==> config.mk <==
export PLATFORM = sky130hd
export DESIGN_NAME = nt_branch_squash
export DESIGN_NICKNAME = d
export VERILOG_FILES = /design/src/rtl/nt_branch_squash_pkg.sv /design/src/rtl/nbs_fetch.sv /design/src/rtl/nbs_stage.sv /design/src/rtl/nbs_resolve.sv /design/src/rtl/nbs_wgate.sv /design/src/rtl/nt_branch_squash.sv
export SDC_FILE = /design/constraint.sdc
export NUM_CORES = 1
export LEC_CHECK = 0
export ABC_CLOCK_PERIOD_IN_PS = 1630
export BUFFER_PORTS_ARGS = -buffer_cell sky130_fd_sc_hd__buf_2
export CORE_MARGIN = 3
export CORE_UTILIZATION = 25
export DETAILED_ROUTE_END_ITERATION = 8
export PLACE_DENSITY = 0.55
export SLEW_MARGIN = 30
export SYNTH_ARGS = -nofsm -noshare
export SYNTH_HDL_FRONTEND = slang
export SYNTH_SLANG_ARGS = --single-unit
==> constraint.sdc <==
create_clock -name clk_i -period 1.63 [get_ports clk_i]
set_clock_uncertainty 0.1 [all_clocks]
set_input_delay 0.2445 -clock clk_i [delete_from_list [all_inputs] [get_ports clk_i]]
set_output_delay 0.2445 -clock clk_i [all_outputs]
set_load 0.1 [all_outputs]
==> src/rtl/nt_branch_squash_pkg.sv <==
package nt_branch_squash_pkg;
  typedef enum logic {
    SEL_SEQ = 1'b0,
    SEL_TGT = 1'b1
  } pc_sel_e;

  localparam int STG_IFID  = 0;
  localparam int STG_IDEX  = 1;
  localparam int STG_EXMEM = 2;
  localparam int STG_MEMWB = 3;
  localparam int N_STG     = 4;
  // registers younger than the resolving slot, cleared on redirect
  localparam int N_FLUSH   = STG_EXMEM + 1;
endpackage

==> src/rtl/nbs_fetch.sv <==
module nbs_fetch #(
  parameter int          PC_W        = 32,
  parameter logic [31:0] RESET_PC    = 32'h100,
  parameter int          INSTR_BYTES = 4
) (
  input  logic            clk_i,
  input  logic            rst_ni,
  input  logic            redirect_i,
  input  logic [PC_W-1:0] target_i,
  output logic [PC_W-1:0] pc_o
);
  localparam logic [PC_W-1:0] STEP = PC_W'(INSTR_BYTES);
  localparam logic [PC_W-1:0] PC0  = RESET_PC[PC_W-1:0];

  logic [PC_W-1:0] pc_q, pc_d;

  always_comb pc_d = redirect_i ? target_i : pc_q + STEP;

  always_ff @(posedge clk_i or negedge rst_ni) begin
    if (!rst_ni) pc_q <= PC0;
    else         pc_q <= pc_d;
  end

  assign pc_o = pc_q;
endmodule

==> src/rtl/nbs_stage.sv <==
module nbs_stage #(
  parameter int PC_W = 32
) (
  input  logic            clk_i,
  input  logic            rst_ni,
  input  logic            clr_i,
  input  logic            vld_i,
  input  logic [PC_W-1:0] pc_i,
  output logic            vld_o,
  output logic [PC_W-1:0] pc_o
);
  logic            vld_q;
  logic [PC_W-1:0] pc_q;

  always_ff @(posedge clk_i or negedge rst_ni) begin
    if (!rst_ni) begin
      vld_q <= 1'b0;
      pc_q  <= '0;
    end else if (clr_i) begin
      vld_q <= 1'b0;
      pc_q  <= '0;
    end else begin
      vld_q <= vld_i;
      pc_q  <= pc_i;
    end
  end

  assign vld_o = vld_q;
  assign pc_o  = pc_q;
endmodule

==> src/rtl/nbs_resolve.sv <==
module nbs_resolve
  import nt_branch_squash_pkg::*;
(
  input  logic             br_valid_i,
  input  logic             br_taken_i,
  input  logic             br_uncond_i,
  input  logic             slot_live_i,
  output logic             redirect_o,
  output pc_sel_e          sel_o,
  output logic [N_STG-1:0] clr_o
);
  logic hit;

  // verdict only counts for a live instruction in the resolving slot
  always_comb begin
    hit        = br_valid_i & slot_live_i;
    redirect_o = hit & (br_taken_i | br_uncond_i);
    sel_o      = redirect_o ? SEL_TGT : SEL_SEQ;
  end

  for (genvar k = 0; k < N_STG; k++) begin : g_clr
    if (k < N_FLUSH) begin : g_young
      assign clr_o[k] = redirect_o;
    end else begin : g_old
      assign clr_o[k] = 1'b0;
    end
  end
endmodule

==> src/rtl/nbs_wgate.sv <==
module nbs_wgate (
  input  logic mem_req_i,
  input  logic mem_live_i,
  input  logic rf_req_i,
  input  logic wb_live_i,
  output logic mem_we_o,
  output logic rf_we_o
);
  assign mem_we_o = mem_req_i & mem_live_i;
  assign rf_we_o  = rf_req_i & wb_live_i;
endmodule

==> src/rtl/nt_branch_squash.sv <==
module nt_branch_squash
  import nt_branch_squash_pkg::*;
#(
  parameter int          PC_W        = 32,
  parameter logic [31:0] RESET_PC    = 32'h100,
  parameter int          INSTR_BYTES = 4
) (
  input  logic            clk_i,
  input  logic            rst_ni,
  input  logic            br_valid_i,
  input  logic            br_taken_i,
  input  logic            br_uncond_i,
  input  logic [PC_W-1:0] br_target_i,
  input  logic            mem_wr_req_i,
  input  logic            rf_wr_req_i,
  output logic [PC_W-1:0] pc_o,
  output logic            pc_sel_o,
  output logic            flush_ifid_o,
  output logic            flush_idex_o,
  output logic            flush_exmem_o,
  output logic            mem_valid_o,
  output logic [PC_W-1:0] mem_pc_o,
  output logic            mem_we_o,
  output logic            rf_we_o,
  output logic            ret_valid_o,
  output logic [PC_W-1:0] ret_pc_o
);
  logic             redirect;
  pc_sel_e          sel;
  logic [N_STG-1:0] clr;
  logic [PC_W-1:0]  fetch_pc;
  logic [N_STG:0]   vld;
  logic [PC_W-1:0]  spc [N_STG+1];

  nbs_fetch #(
    .PC_W(PC_W), .RESET_PC(RESET_PC), .INSTR_BYTES(INSTR_BYTES)
  ) u_fetch (
    .clk_i(clk_i), .rst_ni(rst_ni),
    .redirect_i(redirect), .target_i(br_target_i), .pc_o(fetch_pc)
  );

  // slot 0 is the fetch stage, always live out of reset
  assign vld[0] = 1'b1;
  assign spc[0] = fetch_pc;

  for (genvar s = 0; s < N_STG; s++) begin : g_stg
    nbs_stage #(.PC_W(PC_W)) u_stage (
      .clk_i(clk_i), .rst_ni(rst_ni), .clr_i(clr[s]),
      .vld_i(vld[s]), .pc_i(spc[s]),
      .vld_o(vld[s+1]), .pc_o(spc[s+1])
    );
  end

  nbs_resolve u_resolve (
    .br_valid_i(br_valid_i), .br_taken_i(br_taken_i), .br_uncond_i(br_uncond_i),
    .slot_live_i(vld[STG_EXMEM+1]),
    .redirect_o(redirect), .sel_o(sel), .clr_o(clr)
  );

  nbs_wgate u_wgate (
    .mem_req_i(mem_wr_req_i), .mem_live_i(vld[STG_EXMEM+1]),
    .rf_req_i(rf_wr_req_i),   .wb_live_i(vld[STG_MEMWB+1]),
    .mem_we_o(mem_we_o), .rf_we_o(rf_we_o)
  );

  assign pc_o          = fetch_pc;
  assign pc_sel_o      = sel;
  assign flush_ifid_o  = clr[STG_IFID];
  assign flush_idex_o  = clr[STG_IDEX];
  assign flush_exmem_o = clr[STG_EXMEM];
  assign mem_valid_o   = vld[STG_EXMEM+1];
  assign mem_pc_o      = spc[STG_EXMEM+1];
  assign ret_valid_o   = vld[STG_MEMWB+1];
  assign ret_pc_o      = spc[STG_MEMWB+1];
endmodule

After elaboration in Yosys (flattened, before gate mapping). Index checks and enable logic that the tools add are counted.

Bitwise gates (word level): 5. Mux-type cells: 8. Add/sub/neg operators: 1.

Operator list (count): $mux W32 (4); $add A32 B3 Y32 const B (1); $and A1 B1 Y1 (4); $mux W1 (4); $or A1 B1 Y1 (1).

Output and inout port bits: 104. Bits of input ports: 39. Register bits after elaboration: 164.

Depth between registers and ports, before layout. Gate-level depths: netlist of the first run.

Word-level depth: 3. Depth in mapped cells: 6. Mapped depth without buffers: 5.

Cells and area by module. Synthesis of the first run repeated with hierarchy kept, for this count alone.

Cell total of the unflattened synthesis: 481. Area total of the unflattened synthesis: 6102.1 sq um.

Modules (own cells, without submodules): nbs_stage (times used 4, cells each 69, area an instance 1054.8 sq um); nbs_fetch (times used 1, cells each 195, area an instance 1815.5 sq um); nbs_resolve (times used 1, cells each 7, area an instance 51.3 sq um); nbs_wgate (times used 1, cells each 2, area an instance 12.5 sq um); nt_branch_squash (times used 1, cells each 1, area an instance 3.8 sq um).

Worst setup path after synthesis of the first run. OpenSTA, ideal clock, no wires.

Path type: register to output. From: reg g_stg[2].u_stage.vld_q. To: out flush_idex_o. Cell stages (with the launch flop): 5. Path buffers: 2. Data required time: 1285 ps. Data arrival time: 3130 ps. Slack: -1845 ps. Cells stage by stage: dfrtp_1 -> o211ai_1 -> inv_2 -> clkbuf_1 -> buf_4.

Word-level cells in the longest chain between the ends: 2.

Ends and longest elaborated chain: start: declaration (line nbs_stage.sv:12) `logic vld_q;`; start signal: assignment (line nbs_stage.sv:23) `vld_q <= vld_i;`; $and A1 B1 Y1 (line nbs_resolve.sv:16) `hit = br_valid_i & slot_live_i;`; $and A1 B1 Y1 (line nbs_resolve.sv:17) `redirect_o = hit & (br_taken_i | br_uncond_i);`; end: declaration (line nt_branch_squash.sv:19) `output logic flush_idex_o,`.

No other way between the ends.

Worst setup path in the final report of the first run.
From: reg g_stg[2].u_stage.vld_q. To: out flush_ifid_o.

Word-level cells in the longest chain between the ends: 2.

Ends and longest elaborated chain: $and A1 B1 Y1 (line nbs_resolve.sv:16); $and A1 B1 Y1 (line nbs_resolve.sv:17); end: declaration (line nt_branch_squash.sv:18) `output logic flush_ifid_o,`.

No other way between the ends.

==> results.yml, run 1 <==
detailed_routing:
  vias_per_cell: 4.32
  routed_wl_mm: 15.8
  wl_per_cell_um: 16.3
  drcViolationCount: 0
  drt-initial-drc-count: 287
  vias: 4195
  final_antenna_net_count: 0
  dr.pass1.iters: 4
pwr:
  power_density_mw_per_mm2: 2170
  vdd_ir_drop_max_uv: 988
  power.leakage_nw: 4.27
layout:
  finalNonFillerCells: 970
  drive_above_1_share: 0.497
  final_area_mm2: 0.00907
  area_growth_pct: 58.7
  diodes: 0
  finalNetCount: 717
floorplanning:
  die_w_um: 157
  io-pin-count: 143
  die_area_mm2: 0.0247
  rows: 54
  initial_utilization: 0.258
  core_area_mm2: 0.0222
  die_h_um: 157
sta:
  max_freq_mhz: 543
  worst_pin_slew_ns: 0.509
  slew_viol_final: 0
  fin_ws_ns: -0.210
  finalCritPeriodShare: 1.13
  fin_tns_setup_ns: -4.56
  period_minus_slack_ns: 1.84
  hold_violations: 0
  rsz0062_at_grt: "yes"
  max_slew_margin: 0.663
  setup_viol: 53
setup_path:
  crit_type: "reg2out"
  cp-start-kind: "register"
  cp_slowest_cell: "dfrtp_4"
  rr_startpoint: "u_fetch.pc_o[8]"
  endpoint_kind: "output port"
  slowest_delay_ns: 0.47
  cp.required_ns: 1.29
  r2r_slack_ns: -0.18
  cp_cell_sequence: "o211ai_1, buf_4, inv_6, buf_12, buf_12"
  worstPathArrival_ns: 1.50
  r2r_cells: 4
  path_max_fanout: 5
  crit_top_cell: "buf_12"
  r2r-end: "u_fetch.pc_o[23]"
yosys:
  avgSynthCellArea_um2: 13.1
  synthCells: 437
  synth-seq-area-share: 0.718
  synth_ff_type: "dfrtp_1"
  ys_warn_count: 0
  syn_nets: 477
  synth_async_sr_flop_share: 1.00
  ys_types: 27
  mappedNetlistArea_mm2: 0.00571
  synth_edf_count: 0
  synth_seq_cells: 164
clocking:
  clk_path_buf_depth: 2
  cts_htree_levels: 4
  cts_root_buf: "clkbuf_16"
  clock_latency_ns: 0.42
  path_clk_slew_ns: 0.07
  clock_sinks: 164
  cts_tree: "done"
  numCtsBuffers: 17
global_routing:
  antenna_found_initial: 0
  first_global_vias: 4326
  grt_util_all_layers: 0.122
  top_usage_layer: "met2"
  grt_use_met1: 0.160
  grtUsageMet3: 0.0322
  globalRouteMet2Util: 0.194
  grt_max_degree: 71
  grt_pass1_wl_mm: 23.1
  gr-total-overflow: 0
placed_design:
  pre_cts_slack_ns: -0.198
  dpl.cell_count: 889
  hpwl_mm: 10.2
  gp_congestion: 0.763
  portBuffers: 142
  dpl_cell_area_mm2: 0.00751
min_path:
  hold_depth: 3
  hp-start: "br_target_i[28]"
  hold_path.class: "in2reg"
  hold_end: "u_fetch.pc_o[28]"
run:
  max-cap-violations: 0
status:
  violations: "negative setup slack"
  status: "complete, but fails checks"
-- sequential cells by signal, indices dropped and copies added (netlist names) --
register             cells
u_fetch.pc_o            32
g_stg.u_stage.vld_o      4
g_stg.u_stage.pc_o     128
-- metrics by stage --
step                utilization  power (W)  hold slack, ns
CTS                       0.384     0.0193         0.00357
detailed placement        0.339     0.0151          0.0367
global placement          0.339     0.0149          0.0319
finish                    0.409     0.0197          0.0251
floorplan                     -     0.0127          -0.151
global route              0.409     0.0205          0.0134
-- cells in the final DEF, fill, tap and decap left out, types with 3 or more instances in the layout --
master | netlist | layout
nand2_1 | 26 | 23
buf_8 | 0 | 4
clkinvlp_4 | 0 | 3
clkbuf_8 | 0 | 3
buf_2 | 6 | 104
clkbuf_16 | 0 | 25
o21ai_1 | 0 | 10
dlygate4sd3_1 | 0 | 23
nand4_1 | 6 | 6
a31oi_1 | 14 | 13
or4_4 | 0 | 4
and2_1 | 97 | 64
o21ai_0 | 17 | 7
xor2_1 | 9 | 8
inv_6 | 0 | 6
dfrtp_2 | 0 | 12
or3_1 | 3 | 3
buf_12 | 0 | 22
buf_6 | 0 | 21
dfrtp_1 | 163 | 136
and4_1 | 5 | 4
nor2_1 | 19 | 18
nand3_1 | 12 | 8
buf_4 | 4 | 61
and2_4 | 0 | 32
dfrtp_4 | 0 | 15
inv_1 | 3 | 3
nand3_4 | 0 | 3
or4_1 | 13 | 9
o31ai_2 | 0 | 3
and3_4 | 1 | 4
o31ai_1 | 11 | 7
-- worst max-delay path by stage --
stage,from,end,slack (ns),depth (start not counted)
2_1_floorplan,u_fetch.pc_o[8],u_fetch.pc_o[30],-0.39,5
3_3_place_gp,u_fetch.pc_o[3],u_fetch.pc_o[30],-0.13,5
3_5_place_dp,u_fetch.pc_o[3],u_fetch.pc_o[30],-0.20,5
4_1_cts,g_stg[2].u_stage.vld_o,flush_idex_o,-0.25,5
5_1_grt,g_stg[2].u_stage.vld_o,flush_ifid_o,-0.29,5
6_report,g_stg[2].u_stage.vld_o,flush_ifid_o,-0.21,5
-- synth_stat cells, types with 2 or more instances --
cell type,number,share of area
dfrtp_1,163,0.71
and2_1,97,0.11
nand2_1,26,0.017
nor2_1,19,0.012
o21ai_0,17,0.015
a31oi_1,14,0.015
clkbuf_1,14,0.0092
or4_1,13,0.017
nand3_1,12,0.011
o31ai_1,11,0.014
xor2_1,9,0.014
buf_2,6,0.0053
nand4_1,6,0.0066
and4_1,5,0.0077
buf_4,4,0.0053
and3_1,3,0.0033
inv_1,3,0.0020
or3_1,3,0.0033
xnor2_1,3,0.0046
a21o_1,2,0.0026
-- where the power goes --
part | internal [W] | leakage (nW) | switching (W)
sequential | 0.00540 | 2.00 | 0.000518
clock | 0.00226 | 0.282 | 0.00167
combinational | 0.00257 | 1.98 | 0.00728
total | 0.0102 | 4.27 | 0.00947
-- layout make-up --
class | instances | area, um2
inverters | 4 | 20.0
repair buffers | 245 | 2200
clock buffers | 20 | 467
well taps | 280 | 350
clock inverters | 12 | 118
fillers | 2086 | 13100
multi-input cells | 245 | 1730
flip-flops and latches | 164 | 4180
-- cell families (layout without fill, tap and decap cells) --
logic type	after synthesis	count (layout)	share of synthesized area
adder cells (fa/ha/maj)	1	1	0.00219
AND/OR/NAND/NOR	187	187	0.190
AO/OA/AOI/OAI	45	45	0.0486
XOR/XNOR	12	12	0.0184
buffers and inverters	28	281	0.0223
flip-flops	164	164	0.718
-- metal layers --
layer / vias up / share of wire
li1: 1939 / -
met1: 2103 / 0.44
met2: 135 / 0.49
met3: 18 / 0.050
met4: 0 / 0.016
met5: - / 0
-- repair_timing --
item	CTS	global route
hold endpoints to repair	185	0
gates resized for setup	49	70
pin swaps	8	10
gates cloned	0	11
setup endpoints to repair	47	85
hold buffers	23	0
buffers inserted	4	13
-- worst max-delay path: cells and delay by family, from the launching register on --
family | cells | cell delay (ns)
AO/OA/AOI/OAI | 1 | 0.09
buffers and inverters | 4 | 0.51
flip-flops | 1 | 0.47
Note: power is estimated with default switching activity, not from simulation.
==> run 2: changes to the inputs <==
CORE_MARGIN = 5   (was 3)
==> results.yml, run 2 (synthesized netlist as in run 1, its figures left out) <==
placed_design:
  gp_congestion: 0.723
  portBuffers: 142
  dpl.cell_count: 888
  hpwl_mm: 10.1
sta:
  worst_pin_slew_ns: 0.503
  hold_violations: 0
  rsz0062_at_grt: "yes"
  slew_viol_final: 0
  setup_viol: 24
  max_freq_mhz: 508
  max_slew_margin: 0.667
  fin_tns_setup_ns: -4.82
  finalCritPeriodShare: 1.21
  fin_ws_ns: -0.337
  period_minus_slack_ns: 1.97
setup_path:
  cp-start-kind: "register"
  cp.required_ns: 1.29
  cp_slowest_cell: "dfrtp_4"
  cp_cell_sequence: "o211ai_1, clkbuf_16, inv_8, buf_8, buf_12"
  slowest_delay_ns: 0.48
  endpoint_kind: "output port"
  worstPathArrival_ns: 1.62
  path_max_fanout: 5
  crit_type: "reg2out"
global_routing:
  grt_util_all_layers: 0.116
  grt_use_met1: 0.147
  antenna_found_initial: 0
  globalRouteMet2Util: 0.191
  grt_pass1_wl_mm: 23.2
  grtUsageMet3: 0.0357
  first_global_vias: 4052
  grt_max_degree: 59
  top_usage_layer: "met2"
  gr-total-overflow: 0
floorplanning:
  die_h_um: 161
  rows: 55
  die_area_mm2: 0.0260
  io-pin-count: 143
  die_w_um: 161
  initial_utilization: 0.253
  core_area_mm2: 0.0226
layout:
  area_growth_pct: 54.0
  finalNonFillerCells: 964
  finalNetCount: 706
  layout_commonest_cell: "dfrtp_1"
  n_fill_cell: 2195
  largest_reg_flops: 128
  diodes: 0
  drive_above_1_share: 0.439
  final_util: 0.390
  layout_common_cells: "136 x dfrtp_1, 100 x buf_2, 92 x and2_1"
clocking:
  cts_root_buf: "clkbuf_16"
  cts_htree_levels: 4
  clk_path_buf_depth: 2
  numCtsBuffers: 17
  cts_tree: "done"
  path_clk_slew_ns: 0.07
  clock_latency_ns: 0.42
  clock_sinks: 164
pwr:
  seq_power_share: 0.307
  power_frac_comb: 0.491
  clockPowerShare: 0.202
  power.leakage_nw: 4.07
  power_density_mw_per_mm2: 2180
  p_sw_w: 0.00937
  p_int_w: 0.00982
  vdd_ir_drop_max_uv: 837
  switching_share: 0.488
detailed_routing:
  vias: 4011
  vias_per_cell: 4.16
  drcViolationCount: 0
  final_antenna_net_count: 0
  wl_per_cell_um: 15.6
  drt-initial-drc-count: 162
  dr.pass1.iters: 4
  routed_wl_mm: 15.1
run:
  max-cap-violations: 0
status:
  status: "complete, but fails checks"
  violations: "negative setup slack"
min_path:
  hold_path.class: "in2reg"
run 2: cell types whose count changed in the layout (fill, tap and decap cells not counted), moves of 2 or more:
cell           before  now
and2_1             64   92
and2_4             32    4
buf_16              2    0
buf_2             104  100
buf_4              61   53
buf_8               4    2
clkbuf_16          25   20
clkbuf_4            0    4
clkbuf_8            3    1
clkinvlp_4          3    5
dlygate4sd3_1      23   27
inv_6               6    4
nand3_1             8   10
run 2: area by class of cell:
cell class              count  area [um2]  area share
repair buffers            233        1990       0.226
clock buffers              19         443      0.0503
well taps                 285         357      0.0405
inverters                   4        22.5     0.00256
clock inverters            13         124      0.0141
flip-flops and latches    164        4180       0.475
multi-input cells         246        1680       0.191
run 2: repair_timing:
action | CTS | global route
buffers inserted | 13 | 7
cloned | 1 | 2
endpoints found under the setup margin | 50 | 95
hold endpoints to repair | 189 | 0
pin swaps | 15 | 25
hold buffers | 27 | 0
gates resized for setup | 55 | 43
run 2: worst max-delay path: cells and delay by family, from the launching register on:
kind / cells / cell delay (ns)
buffers and inverters: 4 / 0.55
flip-flops: 1 / 0.48
AO/OA/AOI/OAI: 1 / 0.17
run 2: path summary, 6_finish.rpt:
| check | start | end | slack, ns | cells after the start |
|---|---|---|---|---|
| worst max-delay path | g_stg[2].u_stage.vld_o | pc_sel_o | -0.34 | 5 |
| worst min-delay path | br_target_i[25] | u_fetch.pc_o[25] | 0.02 | 3 |
| worst max register to register | u_fetch.pc_o[8] | u_fetch.pc_o[17] | -0.26 | 5 |
| worst min register to register | g_stg[2].u_stage.pc_o[21] | g_stg[3].u_stage.pc_o[21] | 0.26 | 0 |
| max in group asynchronous | rst_ni | u_fetch.pc_o[10] | 0.69 | 3 |
| min in group asynchronous | rst_ni | g_stg[3].u_stage.pc_o[31] | 0.14 | 2 |
run 2: per-layer routing:
metal  share of wire  vias to the layer above
met5               0                        -
met4           0.011                        0
met3           0.051                       10
met2            0.50                      108
met1            0.44                     1973
li1                -                     1920
run 2: stage by stage:
step	setup slack (ns)	cell area (um2)	power (W)	hold WS [ns]
2_1_floorplan	-0.390	5960	0.0127	-0.151
3_3_place_gp	-0.143	7440	0.0148	0.0128
3_5_place_dp	-0.211	7440	0.0149	0.0137
4_1_cts	-0.387	8580	0.0192	0.000837
5_1_grt	-0.432	8800	0.0200	0.0113
6_report	-0.337	8800	0.0192	0.0244
run 2: power by group through the flow:
stage / clock (W) / sequential (W) / combinational [W]
after CTS: 0.00400 / 0.00590 / 0.00930
after global routing: 0.00417 / 0.00604 / 0.00977
after global placement: 0 / 0.00593 / 0.00891
final: 0.00387 / 0.00589 / 0.00943
after detailed placement: 0 / 0.00597 / 0.00896
after floorplan: 0 / 0.0114 / 0.00131
==> run 3: changes to the inputs <==
ABC_CLOCK_PERIOD_IN_PS = 2340   (was 1630)
PLACE_DENSITY = 0.54   (was 0.55)
SKIP_LAST_GASP = 1   (was not set)
clock period = 2.34 ns   (was 1.63 ns; I/O delays follow)
==> results.yml, run 3 (synthesized netlist as in run 1, its figures left out) <==
clocking:
  cts_resized: 0
  clock_latency_ns: 0.41
  clock_sinks: 164
  cts_htree_levels: 4
  cts_root_buf: "clkbuf_16"
  path_clk_slew_ns: 0.06
  cts_tree: "done"
  numCtsBuffers: 17
  clk_path_buf_depth: 2
floorplanning:
  die_h_um: 161
  rows: 55
  die_w_um: 161
  initial_utilization: 0.253
  io-pin-count: 143
  core_area_mm2: 0.0226
  die_area_mm2: 0.0260
layout:
  final_area_mm2: 0.00741
  layout_commonest_cell: "dfrtp_1"
  n_fill_cell: 2283
  area_growth_pct: 29.7
  largest_reg_flops: 128
  finalNetCount: 626
  layout_common_cells: "147 x dfrtp_1, 141 x buf_2, 97 x and2_1"
  drive_above_1_share: 0.344
global_routing:
  gr-total-overflow: 0
  grt_pass1_wl_mm: 21.2
  grt_max_degree: 67
  grt_util_all_layers: 0.106
  antenna_found_initial: 1
  first_global_vias: 3728
setup_path:
  path_max_fanout: 9
  startpoint: "g_stg[2].u_stage.vld_o"
  r2r_slack_ns: 0.33
  r2r-end: "u_fetch.pc_o[30]"
  critical_path.endpoint: "flush_exmem_o"
  worstPathArrival_ns: 1.69
  cp-start-kind: "register"
  rr_startpoint: "u_fetch.pc_o[8]"
  crit_type: "reg2out"
  cp.required_ns: 1.89
  endpoint_kind: "output port"
  r2r_cells: 4
placed_design:
  portBuffers: 142
  dpl_cell_area_mm2: 0.00683
  hpwl_mm: 9.36
  gp_congestion: 0.752
detailed_routing:
  drt-initial-drc-count: 207
  drcViolationCount: 0
  vias: 3609
  wl_per_cell_um: 15.1
  dr.pass1.iters: 4
  vias_per_cell: 4.08
  routed_wl_mm: 13.3
  final_antenna_net_count: 0
sta:
  fin_tns_setup_ns: 0
  slew_viol_final: 0
  rsz0062_at_grt: "no"
  max_freq_mhz: 468
  setup_viol: 0
  hold_violations: 0
  max_slew_margin: 0.648
  worst_pin_slew_ns: 0.532
  finalCritPeriodShare: 0.914
  period_minus_slack_ns: 2.14
run:
  max-cap-violations: 0
status:
  status: "completed"
min_path:
  hold_path.class: "in2reg"
[run 3: cell count changes in the layout (fill, tap and decap cells not counted), sizes merged]
cell         before  now
buf             199  153
clkbuf           26   18
clkinv            2    6
clkinvlp          5    3
diode             0    1
dlygate4sd3      27    1
inv               9    8
nand4             8    7
[run 3: worst min path at each step]
| stage | start | to | slack, ns | cells after the start |
|---|---|---|---|---|
| 2_1_floorplan | rst_ni | g_stg[0].u_stage.pc_o[0] | -0.04 | 0 |
| 3_3_place_gp | rst_ni | g_stg[3].u_stage.pc_o[3] | 0.20 | 1 |
| 3_5_place_dp | rst_ni | g_stg[3].u_stage.pc_o[5] | 0.20 | 1 |
| 4_1_cts | br_target_i[14] | u_fetch.pc_o[14] | 0.02 | 3 |
| 5_1_grt | br_target_i[14] | u_fetch.pc_o[14] | 0.02 | 3 |
| 6_report | br_target_i[13] | u_fetch.pc_o[13] | 0.04 | 3 |
[run 3: routing by layer]
metal | share of wire | GRT usage
met5 | 0.00097 | 0
met4 | 0.012 | 0.0372
met3 | 0.047 | 0.0319
met2 | 0.47 | 0.162
met1 | 0.47 | 0.142
[run 3: area by class of cell]
cell class              instances  area [um2]  area share
multi-input cells             245        1480       0.200
flip-flops and latches        164        4130       0.557
inverters                       4        15.0     0.00203
diodes                          1        2.50    0.000338
clock buffers                  18         439      0.0593
clock inverters                14         128      0.0172
repair buffers                154         860       0.116
well taps                     285         357      0.0481
[run 3: repair_timing]
action	in CTS	in global routing
buffers inserted	0	0
hold buffers	1	0
hold endpoints to repair	37	0
[run 3: worst max-delay path: stages (launching register included)]
cell	delay (ns)
dfrtp_4	0.42
o211ai_1	0.16
inv_2	0.22
buf_2	0.47
[run 3: per-stage QoR]
step                      hold slack (ns)  utilization  cells  worst slack, ns
after floorplan                   -0.0446            -    437         0.000801
after global placement              0.196        0.303    851            0.359
after detailed placement            0.196        0.303    851            0.309
after CTS                          0.0170        0.328    884            0.138
after global routing               0.0215        0.328    884            0.112
final                              0.0413        0.328    885            0.202
Power of run 3 is left out: the tool's default activity adds up to more than one toggle a clock period on the data nets, which glitch-free logic cannot reach.
